<file path="config.mk">
export PLATFORM = sky130hd
export DESIGN_NAME = hdlc_ts_rx
export DESIGN_NICKNAME = d
export VERILOG_FILES = /design/src/rtl/hdlc_ts_pkg.sv /design/src/rtl/hdlc_ts_bitstep.sv /design/src/rtl/hdlc_ts_ctx_store.sv /design/src/rtl/hdlc_ts_swap_ctl.sv /design/src/rtl/hdlc_ts_rx.sv
export SDC_FILE = /design/constraint.sdc
export NUM_CORES = 1
export LEC_CHECK = 0
export ABC_CLOCK_PERIOD_IN_PS = 6600
export CAP_MARGIN = 15
export CORE_UTILIZATION = 40
export CTS_CLUSTER_SIZE = 20
export DETAILED_ROUTE_END_ITERATION = 7
export DONT_BUFFER_PORTS = 1
export REMOVE_ABC_BUFFERS = 1
export SLEW_MARGIN = 5
export SYNTH_ARGS = -nofsm -noshare
export SYNTH_HDL_FRONTEND = slang
export SYNTH_SLANG_ARGS = --single-unit
</file>
<file path="constraint.sdc">
create_clock -name clk -period 6.6 [get_ports clk]
set_input_delay 1.98 -clock clk [delete_from_list [all_inputs] [get_ports clk]]
set_output_delay 1.98 -clock clk [all_outputs]
set_load 0.03 [all_outputs]
</file>
<file path="src/rtl/hdlc_ts_pkg.sv">
`timescale 1ns/1ps
package hdlc_ts_pkg;

    localparam int BYTE_W    = 8;
    localparam int BIT_CNT_W = $clog2(BYTE_W);
    localparam int RUN_W     = 3;

    // lengths of runs of ones that change the decoder's behaviour
    localparam logic [RUN_W-1:0] RUN_STUFF = 3'd5;
    localparam logic [RUN_W-1:0] RUN_FLAG  = 3'd6;
    localparam logic [RUN_W-1:0] RUN_ABORT = 3'd7;

    // everything one channel needs between its slots
    typedef struct packed {
        logic [BYTE_W-1:0]    shreg;      // bits of the byte being assembled
        logic [BIT_CNT_W-1:0] nbits;      // bits already in shreg
        logic [RUN_W-1:0]     ones;       // current run of ones, saturating
        logic                 in_frame;   // a flag has been seen, no abort since
        logic                 first_pend; // next completed byte opens the frame
        logic [BYTE_W-1:0]    held;       // last completed byte, not yet released
        logic                 held_v;
        logic                 held_sof;
    } rx_ctx_t;

    typedef struct packed {
        logic              vld;
        logic [BYTE_W-1:0] data;
        logic              sof;
        logic              eof;
        logic              abort;
    } rx_evt_t;

    typedef enum logic [1:0] {
        PH_RUN  = 2'd0,
        PH_SAVE = 2'd1,
        PH_LOAD = 2'd2
    } swap_ph_e;

endpackage

</file>
<file path="src/rtl/hdlc_ts_bitstep.sv">
`timescale 1ns/1ps
// Pure combinational step: one line bit applied to one channel context.
module hdlc_ts_bitstep
    import hdlc_ts_pkg::*;
(
    input  rx_ctx_t ctx_i,
    input  logic    bit_i,
    output rx_ctx_t ctx_o,
    output rx_evt_t evt_o
);

    localparam logic [BIT_CNT_W-1:0] LAST_BIT = BIT_CNT_W'(BYTE_W - 1);

    rx_ctx_t           nxt;
    rx_evt_t           evt;
    logic              shift_en;
    logic [BYTE_W-1:0] sh_new;

    assign sh_new = {bit_i, ctx_i.shreg[BYTE_W-1:1]};

    always_comb begin
        nxt      = ctx_i;
        evt      = '0;
        shift_en = 1'b0;

        if (bit_i) begin
            if (ctx_i.ones == RUN_ABORT) begin
                nxt.ones = RUN_ABORT;
            end else if (ctx_i.ones == RUN_FLAG) begin
                // seventh one: abort whatever was open
                nxt.ones       = RUN_ABORT;
                evt.abort      = ctx_i.in_frame;
                nxt.in_frame   = 1'b0;
                nxt.held_v     = 1'b0;
                nxt.first_pend = 1'b0;
                nxt.nbits      = '0;
            end else begin
                nxt.ones = ctx_i.ones + 1'b1;
                shift_en = ctx_i.in_frame;
            end
        end else begin
            nxt.ones = '0;
            if (ctx_i.ones == RUN_FLAG) begin
                // flag complete; aligned frame releases its last byte
                if (ctx_i.in_frame && ctx_i.held_v && ctx_i.nbits == LAST_BIT) begin
                    evt.vld  = 1'b1;
                    evt.data = ctx_i.held;
                    evt.sof  = ctx_i.held_sof;
                    evt.eof  = 1'b1;
                end
                nxt.in_frame   = 1'b1;
                nxt.first_pend = 1'b1;
                nxt.held_v     = 1'b0;
                nxt.nbits      = '0;
            end else if (ctx_i.ones == RUN_STUFF && ctx_i.in_frame) begin
                nxt.ones = '0;  // inserted zero, dropped
            end else begin
                shift_en = ctx_i.in_frame;
            end
        end

        if (shift_en) begin
            nxt.shreg = sh_new;
            if (ctx_i.nbits == LAST_BIT) begin
                nxt.nbits = '0;
                if (ctx_i.held_v) begin
                    evt.vld  = 1'b1;
                    evt.data = ctx_i.held;
                    evt.sof  = ctx_i.held_sof;
                end
                nxt.held       = sh_new;
                nxt.held_v     = 1'b1;
                nxt.held_sof   = ctx_i.first_pend;
                nxt.first_pend = 1'b0;
            end else begin
                nxt.nbits = ctx_i.nbits + 1'b1;
            end
        end

        ctx_o = nxt;
        evt_o = evt;
    end

endmodule

</file>
<file path="src/rtl/hdlc_ts_ctx_store.sv">
`timescale 1ns/1ps
// Register array holding one context per slot; one write and one read port.
module hdlc_ts_ctx_store
    import hdlc_ts_pkg::*;
#(
    parameter int N_SLOTS = 4,
    parameter int SLOT_W  = 2
) (
    input  logic              clk,
    input  logic              rst_n,
    input  logic              wr_en_i,
    input  logic [SLOT_W-1:0] wr_slot_i,
    input  rx_ctx_t           wr_ctx_i,
    input  logic [SLOT_W-1:0] rd_slot_i,
    output rx_ctx_t           rd_ctx_o
);

    rx_ctx_t mem_q [N_SLOTS];
    rx_ctx_t mem_d [N_SLOTS];

    always_comb begin
        for (int s = 0; s < N_SLOTS; s++) begin
            mem_d[s] = mem_q[s];
            if (wr_en_i && wr_slot_i == SLOT_W'(s)) begin
                mem_d[s] = wr_ctx_i;
            end
        end
    end

    always_ff @(posedge clk or negedge rst_n) begin
        if (!rst_n) begin
            for (int s = 0; s < N_SLOTS; s++) begin
                mem_q[s] <= '0;
            end
        end else begin
            mem_q <= mem_d;
        end
    end

    assign rd_ctx_o = mem_q[rd_slot_i];


    write_lands_chk: assert property (@(posedge clk) disable iff (!rst_n)
        wr_en_i |=> mem_q[$past(wr_slot_i)] == $past(wr_ctx_i));

endmodule

</file>
<file path="src/rtl/hdlc_ts_swap_ctl.sv">
`timescale 1ns/1ps
// Sequences the fixed three-cycle swap: detect, save, load.
module hdlc_ts_swap_ctl
    import hdlc_ts_pkg::*;
#(
    parameter int SLOT_W = 2
) (
    input  logic              clk,
    input  logic              rst_n,
    input  logic [SLOT_W-1:0] slot_i,
    output logic              proc_ok_o,
    output logic              save_en_o,
    output logic              load_en_o,
    output logic [SLOT_W-1:0] active_slot_o,
    output logic [SLOT_W-1:0] target_slot_o,
    output swap_ph_e          phase_o,
    output logic              overrun_o
);

    typedef struct packed {
        swap_ph_e          phase;
        logic [SLOT_W-1:0] active;
        logic [SLOT_W-1:0] target;
        logic              overrun;
    } ctl_t;

    ctl_t ctl_d, ctl_q;
    logic save_en, load_en;

    always_comb begin
        ctl_d         = ctl_q;
        ctl_d.overrun = 1'b0;
        save_en       = 1'b0;
        load_en       = 1'b0;
        case (ctl_q.phase)
            PH_RUN: begin
                if (slot_i != ctl_q.active) begin
                    ctl_d.phase  = PH_SAVE;
                    ctl_d.target = slot_i;
                end
            end
            PH_SAVE: begin
                save_en     = 1'b1;
                ctl_d.phase = PH_LOAD;
                if (slot_i != ctl_q.target) begin
                    ctl_d.overrun = 1'b1;
                    ctl_d.target  = slot_i;
                end
            end
            PH_LOAD: begin
                if (slot_i != ctl_q.target) begin
                    ctl_d.overrun = 1'b1;
                    ctl_d.target  = slot_i;
                end else begin
                    load_en      = 1'b1;
                    ctl_d.active = ctl_q.target;
                    ctl_d.phase  = PH_RUN;
                end
            end
            default: ctl_d.phase = PH_RUN;
        endcase
    end

    always_ff @(posedge clk or negedge rst_n) begin
        if (!rst_n) begin
            ctl_q <= '{phase: PH_RUN, active: '0, target: '0, overrun: 1'b0};
        end else begin
            ctl_q <= ctl_d;
        end
    end

    assign proc_ok_o     = (ctl_q.phase == PH_RUN) && (slot_i == ctl_q.active);
    assign save_en_o     = save_en;
    assign load_en_o     = load_en;
    assign active_slot_o = ctl_q.active;
    assign target_slot_o = ctl_q.target;
    assign phase_o       = ctl_q.phase;
    assign overrun_o     = ctl_q.overrun;


    save_then_load_chk: assert property (@(posedge clk) disable iff (!rst_n)
        ctl_q.phase == PH_SAVE |=> ctl_q.phase == PH_LOAD);


    overrun_in_swap_chk: assert property (@(posedge clk) disable iff (!rst_n)
        ctl_q.overrun |-> $past(ctl_q.phase) != PH_RUN);

endmodule

</file>
<file path="src/rtl/hdlc_ts_rx.sv">
`timescale 1ns/1ps
module hdlc_ts_rx
    import hdlc_ts_pkg::*;
#(
    parameter  int N_SLOTS = 4,
    localparam int SLOT_W  = $clog2(N_SLOTS)
) (
    input  logic              clk,
    input  logic              rst_n,
    input  logic [SLOT_W-1:0] slot_i,
    input  logic              bit_en_i,
    input  logic              bit_i,
    output logic              byte_valid_o,
    output logic [BYTE_W-1:0] byte_o,
    output logic              byte_sof_o,
    output logic              byte_eof_o,
    output logic              abort_o,
    output logic [SLOT_W-1:0] evt_slot_o,
    output logic              overrun_o
);

    typedef struct packed {
        rx_ctx_t           ctx;
        rx_evt_t           evt;
        logic [SLOT_W-1:0] evt_slot;
    } top_st_t;

    top_st_t           st_d, st_q;
    logic              proc_ok, save_en, load_en;
    logic [SLOT_W-1:0] active_slot, target_slot;
    swap_ph_e          phase;
    rx_ctx_t           rd_ctx, step_ctx;
    rx_evt_t           step_evt;

    hdlc_ts_swap_ctl #(.SLOT_W(SLOT_W)) swap_i (
        .clk           (clk),
        .rst_n         (rst_n),
        .slot_i        (slot_i),
        .proc_ok_o     (proc_ok),
        .save_en_o     (save_en),
        .load_en_o     (load_en),
        .active_slot_o (active_slot),
        .target_slot_o (target_slot),
        .phase_o       (phase),
        .overrun_o     (overrun_o)
    );

    hdlc_ts_ctx_store #(.N_SLOTS(N_SLOTS), .SLOT_W(SLOT_W)) store_i (
        .clk       (clk),
        .rst_n     (rst_n),
        .wr_en_i   (save_en),
        .wr_slot_i (active_slot),
        .wr_ctx_i  (st_q.ctx),
        .rd_slot_i (target_slot),
        .rd_ctx_o  (rd_ctx)
    );

    hdlc_ts_bitstep step_i (
        .ctx_i (st_q.ctx),
        .bit_i (bit_i),
        .ctx_o (step_ctx),
        .evt_o (step_evt)
    );

    always_comb begin
        st_d     = st_q;
        st_d.evt = '0;
        if (load_en) begin
            st_d.ctx = rd_ctx;
        end else if (proc_ok && bit_en_i) begin
            st_d.ctx = step_ctx;
            st_d.evt = step_evt;
            if (step_evt.vld || step_evt.abort) begin
                st_d.evt_slot = active_slot;
            end
        end
    end

    always_ff @(posedge clk or negedge rst_n) begin
        if (!rst_n) begin
            st_q <= '0;
        end else begin
            st_q <= st_d;
        end
    end

    assign byte_valid_o = st_q.evt.vld;
    assign byte_o       = st_q.evt.data;
    assign byte_sof_o   = st_q.evt.sof;
    assign byte_eof_o   = st_q.evt.eof;
    assign abort_o      = st_q.evt.abort;
    assign evt_slot_o   = st_q.evt_slot;


    ctx_hold_in_save_chk: assert property (@(posedge clk) disable iff (!rst_n)
        phase == PH_SAVE |=> $stable(st_q.ctx));


    evt_needs_bit_chk: assert property (@(posedge clk) disable iff (!rst_n)
        (byte_valid_o || abort_o) |-> $past(bit_en_i));


    eof_on_zero_chk: assert property (@(posedge clk) disable iff (!rst_n)
        (byte_valid_o && byte_eof_o) |-> !$past(bit_i));


    abort_on_one_chk: assert property (@(posedge clk) disable iff (!rst_n)
        abort_o |-> ($past(bit_i) && !byte_valid_o));


    evt_slot_match_chk: assert property (@(posedge clk) disable iff (!rst_n)
        (byte_valid_o || abort_o) |-> evt_slot_o == $past(slot_i));

endmodule

</file>
* Word level (Yosys, flattened, before mapping)
Index checks and enable logic that the tools add are counted.
** Storage, ports and cells
- Word-level logic and storage cells :: 146
- Memories :: 0
- Output and inout port bits :: 15
- Memory bits (writable) :: 0
- Register bits :: 151
- ROM bits :: 0
- Bits of input ports :: 6
- Bits in latches :: 0
** Cells by class
- Div/mod/pow operators :: 0
- Shift operators :: 0
- Add/sub/neg operators :: 2
- Reduce and logical (&&, ||, !) cells :: 27
- Bitwise gates (word level) :: 3
- Multiplexer cells :: 46
- Order comparisons :: 1
- Multipliers :: 0
- Eq/ne operators :: 17
** Operators by type and width (count)
- 26-bit two-way mux :: 3
- 11-bit two-way mux :: 6
- 26-bit binary-select mux with 2-bit select :: 1
- 40-bit two-way mux :: 1
- 10-bit two-way mux :: 3
- 3-bit two-way mux :: 6
- 1-bit two-way mux :: 15
- 14-bit two-way mux :: 1
- 3-bit equality test, second input constant :: 4
- 2-bit two-way mux :: 6
- 1-bit logical AND :: 9
- 3-bit AND reduction :: 3
- 8-bit two-way mux :: 1
- 2-bit AND reduction :: 4
- 2-bit nonzero test :: 4
- 3-bit by 1-bit adder with 3-bit output, second input constant :: 2
- 2-bit equality test, second input constant :: 3
- 2-bit case mux with 3 select lines :: 1
- 3-bit nonzero test :: 2
- 2-bit by 1-bit equality test with 1-bit output, second input constant :: 2
- 2-bit zero test :: 2
- 4-bit two-way mux :: 1
- 2-bit by 1-bit != test with 1-bit output, second input constant :: 2
- 2-bit != test :: 2
- 11 further kinds :: 12

* Logic depth before layout (Yosys ltp)
Gate-level depths: netlist of run 1.
- Word-level depth :: 12
- Gate-level depth with buffers :: 8
- Gate-level depth less buffers :: 7

* By module
A second synthesis of run 1 with hierarchy kept.
** Second synthesis, totals
- Cells, all modules :: 515
- Area, all modules :: 7234.4 sq um
** Modules (own cells, without submodules)
- hdlc_ts_ctx_store :: instances 1, cells each 252, seq. area each 2602.5 sq um, area an instance 4520.6 sq um
- hdlc_ts_rx :: instances 1, cells each 154, seq. area each 1001.0 sq um, area an instance 1739.2 sq um
- hdlc_ts_bitstep :: instances 1, cells each 77, seq. area each 0.0 sq um, area an instance 575.6 sq um
- hdlc_ts_swap_ctl :: instances 1, cells each 32, seq. area each 175.2 sq um, area an instance 399.1 sq um

* Worst setup path before layout of run 1
OpenSTA, ideal clock, no wires.
- Kind :: input port to flip-flop
- Start :: input port bit_i
- End :: register st_q, in the netlist evt_slot_o[0]
- Path buffers :: 1
- Cell stages on the path :: 6
- Path slack :: 3.083 ns
- Data required time :: 6.472 ns
- Library setup time :: 0.128 ns
- Data arrival time :: 3.389 ns
- Path through :: clkbuf_1 > and2_1 > a311o_1 > nor4_2 > o21bai_2 > mux2_1
** Between the ends
- Cells in the longest elaborated chain, start to end :: 6
- Elaborated cells on any way between the ends :: 8
- Classes of those cells :: mux: 6; reduce/logical: 2
** Ends and longest elaborated chain
- from (decl) :: line hdlc_ts_rx.sv:12 : input logic bit_i,
- 11-bit two-way mux :: line hdlc_ts_bitstep.sv:26 : if (bit_i) begin
- 10-bit two-way mux :: line hdlc_ts_bitstep.sv:66 : if (ctx_i.held_v) begin
- 10-bit two-way mux :: line hdlc_ts_bitstep.sv:64 : if (ctx_i.nbits == LAST_BIT) begin
- 10-bit two-way mux :: line hdlc_ts_bitstep.sv:62 : if (shift_en) begin
- 1-bit logical OR * :: line hdlc_ts_rx.sv:73 : if (step_evt.vld || step_evt.abort) begin
- 3-bit AND reduction (no source line) *
- to (signal assigned) :: line hdlc_ts_rx.sv:83 : st_q <= st_d;
- to (decl) :: line hdlc_ts_rx.sv:28 : top_st_t st_d, st_q;
Mark *: on every way between the ends. The rest lies on a longest branch, timed or not.
A chain may end at the register's enable or synchronous reset.

* Worst setup path in the final report of run 1
- Start :: input port slot_i[0]
- End :: register st_q[17] in the netlist's numbering
** Between the ends
- Cells in the longest elaborated chain, start to end :: 5
- Elaborated cells on any way between the ends :: 11
- Classes of those cells :: eq/ne: 2; mux: 3; reduce/logical: 6
** Ends and longest elaborated chain
- from (decl) :: line hdlc_ts_rx.sv:10 : input logic [SLOT_W-1:0] slot_i,
- 2-bit != test / 2-bit equality test (equally long branches) :: line hdlc_ts_swap_ctl.sv:51, hdlc_ts_swap_ctl.sv:72
- 1-bit two-way mux / 1-bit logical AND (equally long branches) :: line hdlc_ts_swap_ctl.sv:51, hdlc_ts_swap_ctl.sv:72
- 1-bit two-way mux / 1-bit logical AND (equally long branches) :: line hdlc_ts_swap_ctl.sv:35, hdlc_ts_rx.sv:70
- 2-bit nonzero test (no source line)
- 3-bit AND reduction (no source line)
Several ways; a longest one is shown, not always the timed one.

==> metrics.md, run 1 <==
| Metric | Value |
|---|---|
| Area Overhead vs Synth | `10.2%` |
| Fin crit period | `3500 ps` |
| Hold Crit Class | `register to register` |
| DR iter-0 viols | `between 200 and 250` |
| Syn avg cell area | `approximately 14 µm²` |
| Layout fillers | `about 1400` |
| Pre-antenna DRT Iters | `6` |
| Slew headroom | `a little under a third` |
| Gpl congestion | `a little over 0.8` |
| R2R Setup Slk | `around 3600 ps` |
| Pre-CTS setup slack | `between 2000 and 2500 ps` |
| Critical path required time | `6880 ps` |
| Mapped Area | `roughly 0.0066 mm²` |
| Max cap viols | `0` |
| Layout Utilization | `a little under half` |
| CTS Sinks | `around 150` |
| PortBufs | `0` |
| TritonCTS Buffers | `17` |
| Final Slew Violations | `0` |
| Reg power frac | `a little under half` |
| Final wirelength | `about 13000 µm` |
| Reg2Reg Depth | `6` |
| Clock skew | `around 4.6 ps` |
| NetSw | `919 µW` |
| R2R Path End | `st_q[23]` |
| Syn. warnings | `0` |
| Grt ovf | `0` |
| Final nets | `approximately 480` |
| Final WS setup | `just over 3000 ps` |
| DP HPWL | `7650 µm` |
| Number of global-route vias before repair | `4016` |
| DR WL/cell | `between 15 and 20 µm` |
| Tot GR Track Use | `between 15 and 20%` |
| Number of synthesized flops with an enable pin | `0` |
| Synthesized instance count | `approximately 480` |
| Pleak | `between 3 and 4 nW` |
| Hold_buf cts | `0` |
| CTS tree | `built` |
| CP Class | `primary input to register` |
| Combinational Power Share | `24.0%` |
| Overall power | `roughly 3.1 mW` |
| Post-CTS Resized | `0` |
| # diodes | `0` |
| R2R Path Start | `swap_i.target_slot_o[0]` |
| Final hold violations | `0` |
| Final period utilization | `between 50% and 60%` |
| Fmax | `between 200 and 300 MHz` |
| Final ANT Viol Nets | `0` |
| Largest net degree at the start of global routing | `147` |
| Starting Density | `between 40 and 50%` |
| Core area | `roughly 0.016 mm²` |
| Worst-path clk slew | `roughly 60 ps` |
| First-pass GRT wire length | `21700 µm` |
| Clock Path Buffers | `2` |
| Synth Flop Type | `dfrtp_1` |
| Die area | `between 0.015 and 0.02 mm²` |
| Post-CTS setup buffer count | `0` |
| Seq/Total Area, Yosys | `between 50% and 60%` |
| P per Cell Area | `420 mW/mm²` |
| Clock network fraction of design power | `about 30%` |
| Maximum level of the CTS H-tree | `4` |
| Crit start category | `primary input` |
| Slew @ Worst Pin | `approximately 1000 ps` |
| Arrival time worst endpoint | `approximately 3800 ps` |
| Boundary pin count | `21` |
| RSZ-0062 raised after global routing | `false` |
| Die X | `131 µm` |
| Async S/R FF share, synth | `100%` |
| Distinct cells, synth | `45` |
| Die height | `131 µm` |
| Share of layout cells above drive strength 1 | `roughly a third` |
| Internal Power | `2.15 mW` |
| CP endpoint kind | `register` |
| Switching Fraction | `between 20% and 30%` |
| Synthesis-stage register bit count | `146` |
| Peak supply drop | `0.199 mV` |
| Vias | `around 3700` |
| WHS Path Cells | `2` |
| Initial antenna violation count | `0` |
| Hold Startpoint | `store_i.mem_q[12]` |
| Area occupied by multi-input gates | `0.00275 mm²` |
| Final setup violation count | `0` |
| Hold Path End | `store_i.mem_q[12]` |
| DRC violations left | `0` |
| Vias per cell | `5.42` |
| CTS root buffer | `clkbuf_16` |
| FF/Latch Area | `0.00366 mm²` |
| Clk_lat worst skew | `around 420 ps` |
| # rows | `46` |
| Max Fanout on Critical Path | `10` |
| Outcome | `completed` |
| Setup TNS | `0 ps` |
==> cell type report <==
cell class / count / area share [%]
tap: 216 / 3.69
clock inverter: 5 / 0.684
multi-input combinational: 286 / 37.6
inverter: 7 / 0.359
timing repair buffer: 6 / 0.616
sequential: 146 / 50.0
clock buffer: 25 / 7.05
==> sequential cells by signal, indices dropped and copies added (netlist names), 2 cells and up <==
name / cells
swap_i.target_slot_o: 2
st_q: 25
swap_i.phase_o: 2
swap_i.active_slot_o: 2
byte_o: 8
store_i.mem_q: 100
evt_slot_o: 2
==> layout by cell type, fill, tap and decap left out, types with 3 or more instances in the layout <==
cell type,synthesis,layout
a21oi_1,11,11
a31oi_1,6,6
and2_1,12,12
buf_4,10,6
clkbuf_16,0,17
clkbuf_8,0,6
clkinv_2,0,4
dfrtp_1,146,144
ha_1,11,11
inv_1,7,7
mux2_1,3,3
mux2_2,98,98
mux2i_1,14,14
mux4_2,25,25
nand2_1,28,28
nand3_1,10,10
nand3b_1,3,3
nor2_1,17,17
o21ai_0,15,15
o311ai_0,3,3
o31ai_1,3,3
==> cell families after synthesis <==
family          synth area share [%]
compound gates                  4.37
xor+xnor                       0.641
fa+ha+maj                       2.07
buf+inv                         3.64
flops                           55.0
mux                             27.7
simple gates                    6.57
==> worst max-delay path by stage <==
stage                    from             to  slack [ps]
floorplan           slot_i[0]       st_q[23]        2780
global placement    slot_i[0]  evt_slot_o[0]        2100
detailed placement  slot_i[0]  evt_slot_o[1]        2020
CTS                 slot_i[0]  evt_slot_o[1]        2470
global route        slot_i[0]       st_q[17]        2930
finish              slot_i[0]       st_q[17]        3100
==> metal layers <==
metal	vias up	part of all wire, %	GRT usage (%)
li1	1687	-	-
met1	1992	48	22.9
met2	43	48	27.0
met3	22	2.1	3.83
met4	0	2.2	8.52
met5	-	0	0
==> cells in the mapped netlist (all sizes together) (3+ instances only) <==
master,instances,share of area (%)
dfrtp,146,55
mux2,101,17
nand2,28,1.6
mux4,25,8.5
buf,23,2.3
nor2,17,0.96
clkbuf,16,0.92
o21ai,15,1.1
mux2i,14,2.1
and2,12,1.1
a21oi,11,0.83
ha,11,2.1
nand3,10,0.75
inv,7,0.40
a31oi,6,0.57
nand3b,3,0.34
o311ai,3,0.40
o31ai,3,0.34
==> critical path, stage by stage <==
cell     delay [ps]
xor2_2          180
nor3_4          370
nand4_1         760
mux2i_1         370
a21oi_1         110
==> power by group through the flow <==
stage	Sequential [mW]	Combinational [mW]	Clock, mW
after floorplan	1.33	0.614	0
after global placement	1.42	0.717	0
after global routing	1.46	0.800	0.979
after CTS	1.42	0.742	0.941
after detailed placement	1.43	0.740	0
final	1.42	0.735	0.917
==> per-stage QoR <==
step / cell area [µm²] / hold WS (ps) / instances
after floorplan: 6430 / 445 / 439
final: 7320 / 482 / 691
after global placement: 6740 / 459 / 660
after detailed placement: 6740 / 476 / 660
after CTS: 7310 / 489 / 690
after global routing: 7320 / 498 / 691
Power figures use the tool's default switching activity.
==> run 2, diff against run 1 <==
--- a/config.mk
+++ b/config.mk
@@ -5,7 +5,8 @@
 export SDC_FILE = /design/constraint.sdc
 export NUM_CORES = 1
 export LEC_CHECK = 0
-export ABC_CLOCK_PERIOD_IN_PS = 6600
+export ABC_AREA = 1
+export ABC_CLOCK_PERIOD_IN_PS = 3500
 export CAP_MARGIN = 15
 export CORE_UTILIZATION = 40
 export CTS_CLUSTER_SIZE = 20
==> constraint.sdc (replaced) <==
create_clock -name clk -period 3.5 [get_ports clk]
set_input_delay 1.05 -clock clk [delete_from_list [all_inputs] [get_ports clk]]
set_output_delay 1.05 -clock clk [all_outputs]
set_load 0.03 [all_outputs]
==> metrics.md, run 2 <==
| Metric | Value |
|---|---|
| Layout Utilization | `roughly 45%` |
| Synth top cells by count | `200 x nand2_1, 162 x o21ai_0, 146 x dfrtp_1, 77 x nor2_1, 57 x inv_1` |
| CP Class | `register to register` |
| Share of layout cells above drive strength 1 | `~8.4%` |
| CP Depth | `8` |
| CP max stage delay | `590 ps` |
| Worst path cell trace | `inv_1 > buf_4 > o21ai_0 > o22ai_1 > nand2_1 > nand2_1 > inv_1 > nand2_1` |
| Final Slew Violations | `0` |
| CP endpoint kind | `register` |
| Synthesized instance count | `slightly above 800` |
| Most common cell after layout, fill and taps aside | `nand2_1` |
| Xor/xnor cell area share of the yosys netlist | `less than 1%` |
| Post-synthesis adder-cell area fraction | `between 2 and 2.5%` |
| Critical path required time | `approximately 3900 ps` |
| CTS Sinks | `146` |
| CTS root buffer | `clkbuf_16` |
| Top reg by flops | `store_i.mem_q` |
| Peak supply drop | `about 0.35 mV` |
| Starting Density | `roughly 40%` |
| Post-CTS setup buffer count | `0` |
| R2R Path End | `st_q[31]` |
| Most common cell in the synthesized netlist | `nand2_1` |
| Die X | `132 µm` |
| Max reg flops | `100` |
| Worst-path clk slew | `about 60 ps` |
| Top cell by count, worst path | `nand2_1` |
| R2R Path Start | `swap_i.target_slot_o[0]` |
| Seq/Total Area, Yosys | `between 50% and 60%` |
| Core area | `around 0.017 mm²` |
| Post-synthesis simple-gate area fraction | `between 20 and 25%` |
| Distinct cells, synth | `28` |
| First-pass GRT wire length | `26300 µm` |
| Max cap viols | `0` |
| Critical path destination | `st_q[31]` |
| Slew headroom | `around 37%` |
| Fmax | `between 400 and 500 MHz` |
| Vias per cell | `5.11` |
| Post-CTS Resized | `0` |
| Hold_buf cts | `0` |
| Final nets | `approximately 800` |
| Syn avg cell area | `roughly 8.4 µm²` |
| Boundary pin count | `21` |
| Maximum level of the CTS H-tree | `4` |
| DR iter-0 viols | `375` |
| RSZ-0062 raised after global routing | `false` |
| R2R Setup Slk | `~1300 ps` |
| DP HPWL | `9460 µm` |
| Syn. warnings | `0` |
| Synth Flop Type | `dfrtp_1` |
| Async S/R FF share, synth | `100%` |
| Pleak | `3.55 nW` |
| Most frequent cells in the layout | `200 x nand2_1, 162 x o21ai_0, 145 x dfrtp_1, 77 x nor2_1, 57 x inv_1` |
| Largest net degree at the start of global routing | `147` |
| CTS tree | `built` |
| PortBufs | `0` |
| Hold Crit Class | `primary input to async pin` |
| Die area | `around 0.018 mm²` |
| Gpl congestion | `roughly 0.82` |
| Final hold violations | `0` |
| # rows | `between 40 and 50` |
| Clk_lat worst skew | `420 ps` |
| Final period utilization | `between 60% and 70%` |
| Largest family of logic cells by synthesized area | `simple AND/OR/NAND/NOR gates` |
| Clock skew | `5.20 ps` |
| Final ANT Viol Nets | `0` |
| Tot GR Track Use | `19.2%` |
| Synthesis-stage register bit count | `146` |
| Area leader, netlist | `dfrtp_1` |
| TritonCTS Buffers | `17` |
| Share of the synthesized area in the top cell type | `~54%` |
| Max Fanout on Critical Path | `32` |
| Vias | `~5200` |
| Mapped Area | `approximately 0.0068 mm²` |
| Area Overhead vs Synth | `9.76%` |
| Final setup violation count | `0` |
| Arrival time worst endpoint | `2600 ps` |
| Largest cells by area after synthesis | `dfrtp_1 54%, o21ai_0 12%, nand2_1 11%, nor2_1 4.3%, nand3_1 3.5%` |
| Reg2Reg Depth | `8` |
| Slew @ Worst Pin | `943 ps` |
| P per Cell Area | `between 900 and 1000 mW/mm²` |
| Initial antenna violation count | `0` |
| Number of synthesized flops with an enable pin | `0` |
| CP max stage cell | `dfrtp_2` |
| Final wirelength | `~15000 µm` |
| Synth Area in Compound Gates | `~15%` |
| Number of global-route vias before repair | `slightly above 5000` |
| Grt ovf | `0` |
| Layout fillers | `roughly 1700` |
| DR WL/cell | `approximately 15 µm` |
| # diodes | `0` |
| Setup TNS | `0 ps` |
| Die height | `about 130 µm` |
| Setup crit start | `swap_i.target_slot_o[0]` |
| Crit start category | `register` |
| Clock Path Buffers | `2` |
| Outcome | `completed` |
| Mux cell area share after synthesis | `0%` |
| Fin crit period | `between 2000 and 2500 ps` |
| Worst path buffer plus inverter count | `3` |
| Top Family by Delay on Critical Path | `buffers and inverters` |
| DRC violations left | `0` |
| Pre-antenna DRT Iters | `5` |
[run 2: cell count changes in the layout (fill, tap and decap cells not counted), sizes merged, moves of 24 or more]
cell / delta
inv: +54
o22ai: +24
o21ai: +147
mux2: -101
nand2: +176
nand3: +42
nor2: +64
mux4: -25
[run 2: worst min path at each step]
| stage | start | to | cells past startpoint |
|---|---|---|---|
| 2_1_floorplan | store_i.mem_q[11] | store_i.mem_q[11] | 2 |
| 3_3_place_gp | store_i.mem_q[39] | store_i.mem_q[39] | 2 |
| 3_5_place_dp | store_i.mem_q[58] | store_i.mem_q[58] | 2 |
| 4_1_cts | rst_n | store_i.mem_q[102] | 0 |
| 5_1_grt | rst_n | byte_o[0] | 0 |
| 6_report | rst_n | store_i.mem_q[32] | 0 |
[run 2: worst register-to-register path: stages, from the launching register on]
cell     delay, ps
dfrtp_2        590
inv_1          560
buf_4          450
o21ai_0        150
o22ai_1        200
nand2_1         80
nand2_1         80
inv_1           40
nand2_1         40
[run 2: metrics by stage]
step           power, mW  worst slack [ps]  cell area, µm²  std cells  hold WS [ps]
3_3_place_gp        5.06              1060            6880        988           461
3_5_place_dp        5.10              1050            6880        988           468
2_1_floorplan       4.36              1070            6510        758           448
5_1_grt             7.41              1030            7460       1020           301
4_1_cts             6.92              1240            7460       1020           301
6_report            6.85              1260            7460       1020           325
[run 2: final cells by class]
type | count | area [µm²] | share of cell area (%)
sequential | 146 | 3650 | 49.0
multi-input combinational | 551 | 2650 | 35.5
timing repair buffer | 10 | 75.1 | 1.01
tap | 220 | 275 | 3.69
clock buffer | 22 | 474 | 6.36
inverter | 61 | 229 | 3.07
clock inverter | 10 | 108 | 1.44
[run 2: logic make-up after synthesis]
family / after synthesis
fa+ha+maj: 11
simple gates: 346
buf+inv: 114
flops: 146
compound gates: 192
xor+xnor: 2
[run 2: routing by layer]
metal | global-route usage (%) | wire [µm] | up-vias
met1 | 25.8 | 7510 | 2496
met5 | 0 | 0 | -
met3 | 4.04 | 533 | 25
met4 | 8.24 | 343 | 0
li1 | - | - | 2588
met2 | 30.2 | 7090 | 100
[run 2: report_power, final]
group          total [mW]  internal [mW]  switching (mW)
logic                2.25          0.774            1.48
registers            2.82           2.33           0.492
clock network        1.78           1.10           0.679
==> run 3, diff against run 2 <==
--- a/config.mk
+++ b/config.mk
@@ -5,8 +5,8 @@
 export SDC_FILE = /design/constraint.sdc
 export NUM_CORES = 1
 export LEC_CHECK = 0
-export ABC_AREA = 1
-export ABC_CLOCK_PERIOD_IN_PS = 3500
+export ABC_AREA = 0
+export ABC_CLOCK_PERIOD_IN_PS = 2330
 export CAP_MARGIN = 15
 export CORE_UTILIZATION = 40
 export CTS_CLUSTER_SIZE = 20
==> constraint.sdc (replaced) <==
create_clock -name clk -period 2.33 [get_ports clk]
set_input_delay 0.699 -clock clk [delete_from_list [all_inputs] [get_ports clk]]
set_output_delay 0.699 -clock clk [all_outputs]
set_load 0.03 [all_outputs]
==> metrics.md, run 3 (synthesis results as in run 1) <==
| Metric | Value |
|---|---|
| CP Depth | `7` |
| Failing checks | `hold timing` |
| Gpl congestion | `0.820` |
| Peak supply drop | `approximately 0.56 mV` |
| DP HPWL | `around 8000 µm` |
| Most common cell after layout, fill and taps aside | `dfrtp_1` |
| DR iter-0 viols | `about 180` |
| Worst path buffer plus inverter count | `1` |
| Tot GR Track Use | `roughly 17%` |
| Clock Path Buffers | `2` |
| Slew headroom | `between 60% and 70%` |
| Number of global-route vias before repair | `4003` |
| CP endpoint kind | `register` |
| Clock skew | `just under 7 ps` |
| Share of layout cells above drive strength 1 | `between 30% and 40%` |
| P per Cell Area | `1200 mW/mm²` |
| Reg2Reg Depth | `7` |
| Critical path destination | `evt_slot_o[1]` |
| RSZ-0062 raised after global routing | `false` |
| Area Overhead vs Synth | `13.6%` |
| CP max stage cell | `or3_4` |
| CTS tree | `built` |
| Top reg by flops | `store_i.mem_q` |
| CTS root buffer | `clkbuf_16` |
| # diodes | `0` |
| Post-CTS setup buffer count | `0` |
| Final setup violation count | `0` |
| Die X | `between 100 and 150 µm` |
| R2R Path End | `evt_slot_o[1]` |
| Pre-antenna DRT Iters | `4` |
| Max Fanout on Critical Path | `7` |
| Final nets | `between 500 and 600` |
| DRC violations left | `0` |
| Starting Density | `about two fifths` |
| PortBufs | `0` |
| Vias per cell | `about 5.3` |
| Maximum level of the CTS H-tree | `4` |
| Slew @ Worst Pin | `500 ps` |
| Boundary pin count | `21` |
| TritonCTS Buffers | `17` |
| Die area | `0.0171 mm²` |
| Max cap viols | `0` |
| Die height | `about 130 µm` |
| Max reg flops | `100` |
| R2R Setup Slk | `between 150 and 200 ps` |
| Final Slew Violations | `0` |
| Final period utilization | `slightly above 90%` |
| CP max stage delay | `~440 ps` |
| Pleak | `~3.6 nW` |
| Worst-path clk slew | `approximately 60 ps` |
| # rows | `46` |
| Critical path required time | `~2600 ps` |
| Outcome | `complete, but fails checks` |
| R2R Path Start | `swap_i.phase_o[0]` |
| Most frequent cells in the layout | `145 x dfrtp_1, 98 x mux2_2, 29 x buf_4, 28 x nand2_1, 25 x mux4_2` |
| Fin crit period | `approximately 2200 ps` |
| Layout fillers | `~1400` |
| Arrival time worst endpoint | `roughly 2500 ps` |
| Initial antenna violation count | `0` |
| CP Class | `register to register` |
| Largest net degree at the start of global routing | `~150` |
| Setup crit start | `swap_i.phase_o[0]` |
| Worst path cell trace | `inv_1 > ha_1 > nand2_1 > or3_4 > nor4_2 > o21bai_2 > mux2_1` |
| Hold Crit Class | `primary input to async pin` |
| Clk_lat worst skew | `about 420 ps` |
| Final hold violations | `approximately 40` |
| Core area | `approximately 0.016 mm²` |
| Vias | `3795` |
| Layout Utilization | `47.0%` |
| DR WL/cell | `~18 µm` |
| First-pass GRT wire length | `21500 µm` |
| CTS Sinks | `approximately 150` |
| Crit start category | `register` |
| Final ANT Viol Nets | `0` |
| Fmax | `464 MHz` |
| Grt ovf | `0` |
| Final wirelength | `~13000 µm` |
| Final hold slack | `-15.1 ps` |
| Top Family by Delay on Critical Path | `simple AND/OR/NAND/NOR gates` |
[run 3: cell types whose count changed in the layout (fill, tap and decap cells not counted), sizes merged, moves of 5 or more]
cell   change
mux4      +25
inv       -54
a21oi      +7
buf       +19
a31oi      +5
mux2     +101
nor2      -64
mux2i     +14
nand2    -176
o22ai     -24
o21ai    -147
and2      +12
nand3     -42
[run 3: report_power, final]
part           switching (mW)  internal, mW
Clock                    1.01          1.80
Combinational            1.11          1.38
Sequential              0.535          3.22
Total                    2.65          6.40
[run 3: final cells by class]
type,count,area [µm²],area share [%]
sequential,146,3650,48.4
tap,216,270,3.58
inverter,7,26.3,0.348
timing repair buffer,29,218,2.89
clock buffer,24,492,6.52
multi-input combinational,286,2760,36.6
clock inverter,8,125,1.66
[run 3: what timing repair did]
action / 4_1_cts / 5_1_grt
gates resized for setup: 0 / 1
hold endpoints to repair: 146 / 146
setup endpoints to repair: 0 / 2
[run 3: worst min-delay path by stage]
| stage | cells past startpoint | endpoint | slack (ps) | startpoint |
|---|---|---|---|---|
| detailed placement | 0 | swap_i.target_slot_o[1] | 410 | rst_n |
| floorplan | 0 | abort_o | 400 | rst_n |
| finish | 0 | swap_i.target_slot_o[0] | -20 | rst_n |
| CTS | 0 | swap_i.target_slot_o[0] | -30 | rst_n |
| global route | 0 | swap_i.target_slot_o[0] | -40 | rst_n |
| global placement | 0 | swap_i.target_slot_o[0] | 410 | rst_n |
[run 3: metal layers]
layer | global-route usage [%] | part of all wire (%)
met4 | 7.57 | 2.2
met2 | 27.8 | 50
met5 | 0 | 0
met3 | 3.79 | 2.0
met1 | 22.0 | 46
[run 3: stage by stage]
stage	area, µm²	cells	total power [mW]	setup slack, ps	TNS [ps]
5_1_grt	7540	716	9.58	16.0	0
6_report	7540	716	9.05	173	0
4_1_cts	7540	716	9.15	58.3	0
3_3_place_gp	6920	684	6.20	63.4	0
3_5_place_dp	6920	684	6.31	32.2	0
2_1_floorplan	6430	439	5.49	-833	-12860
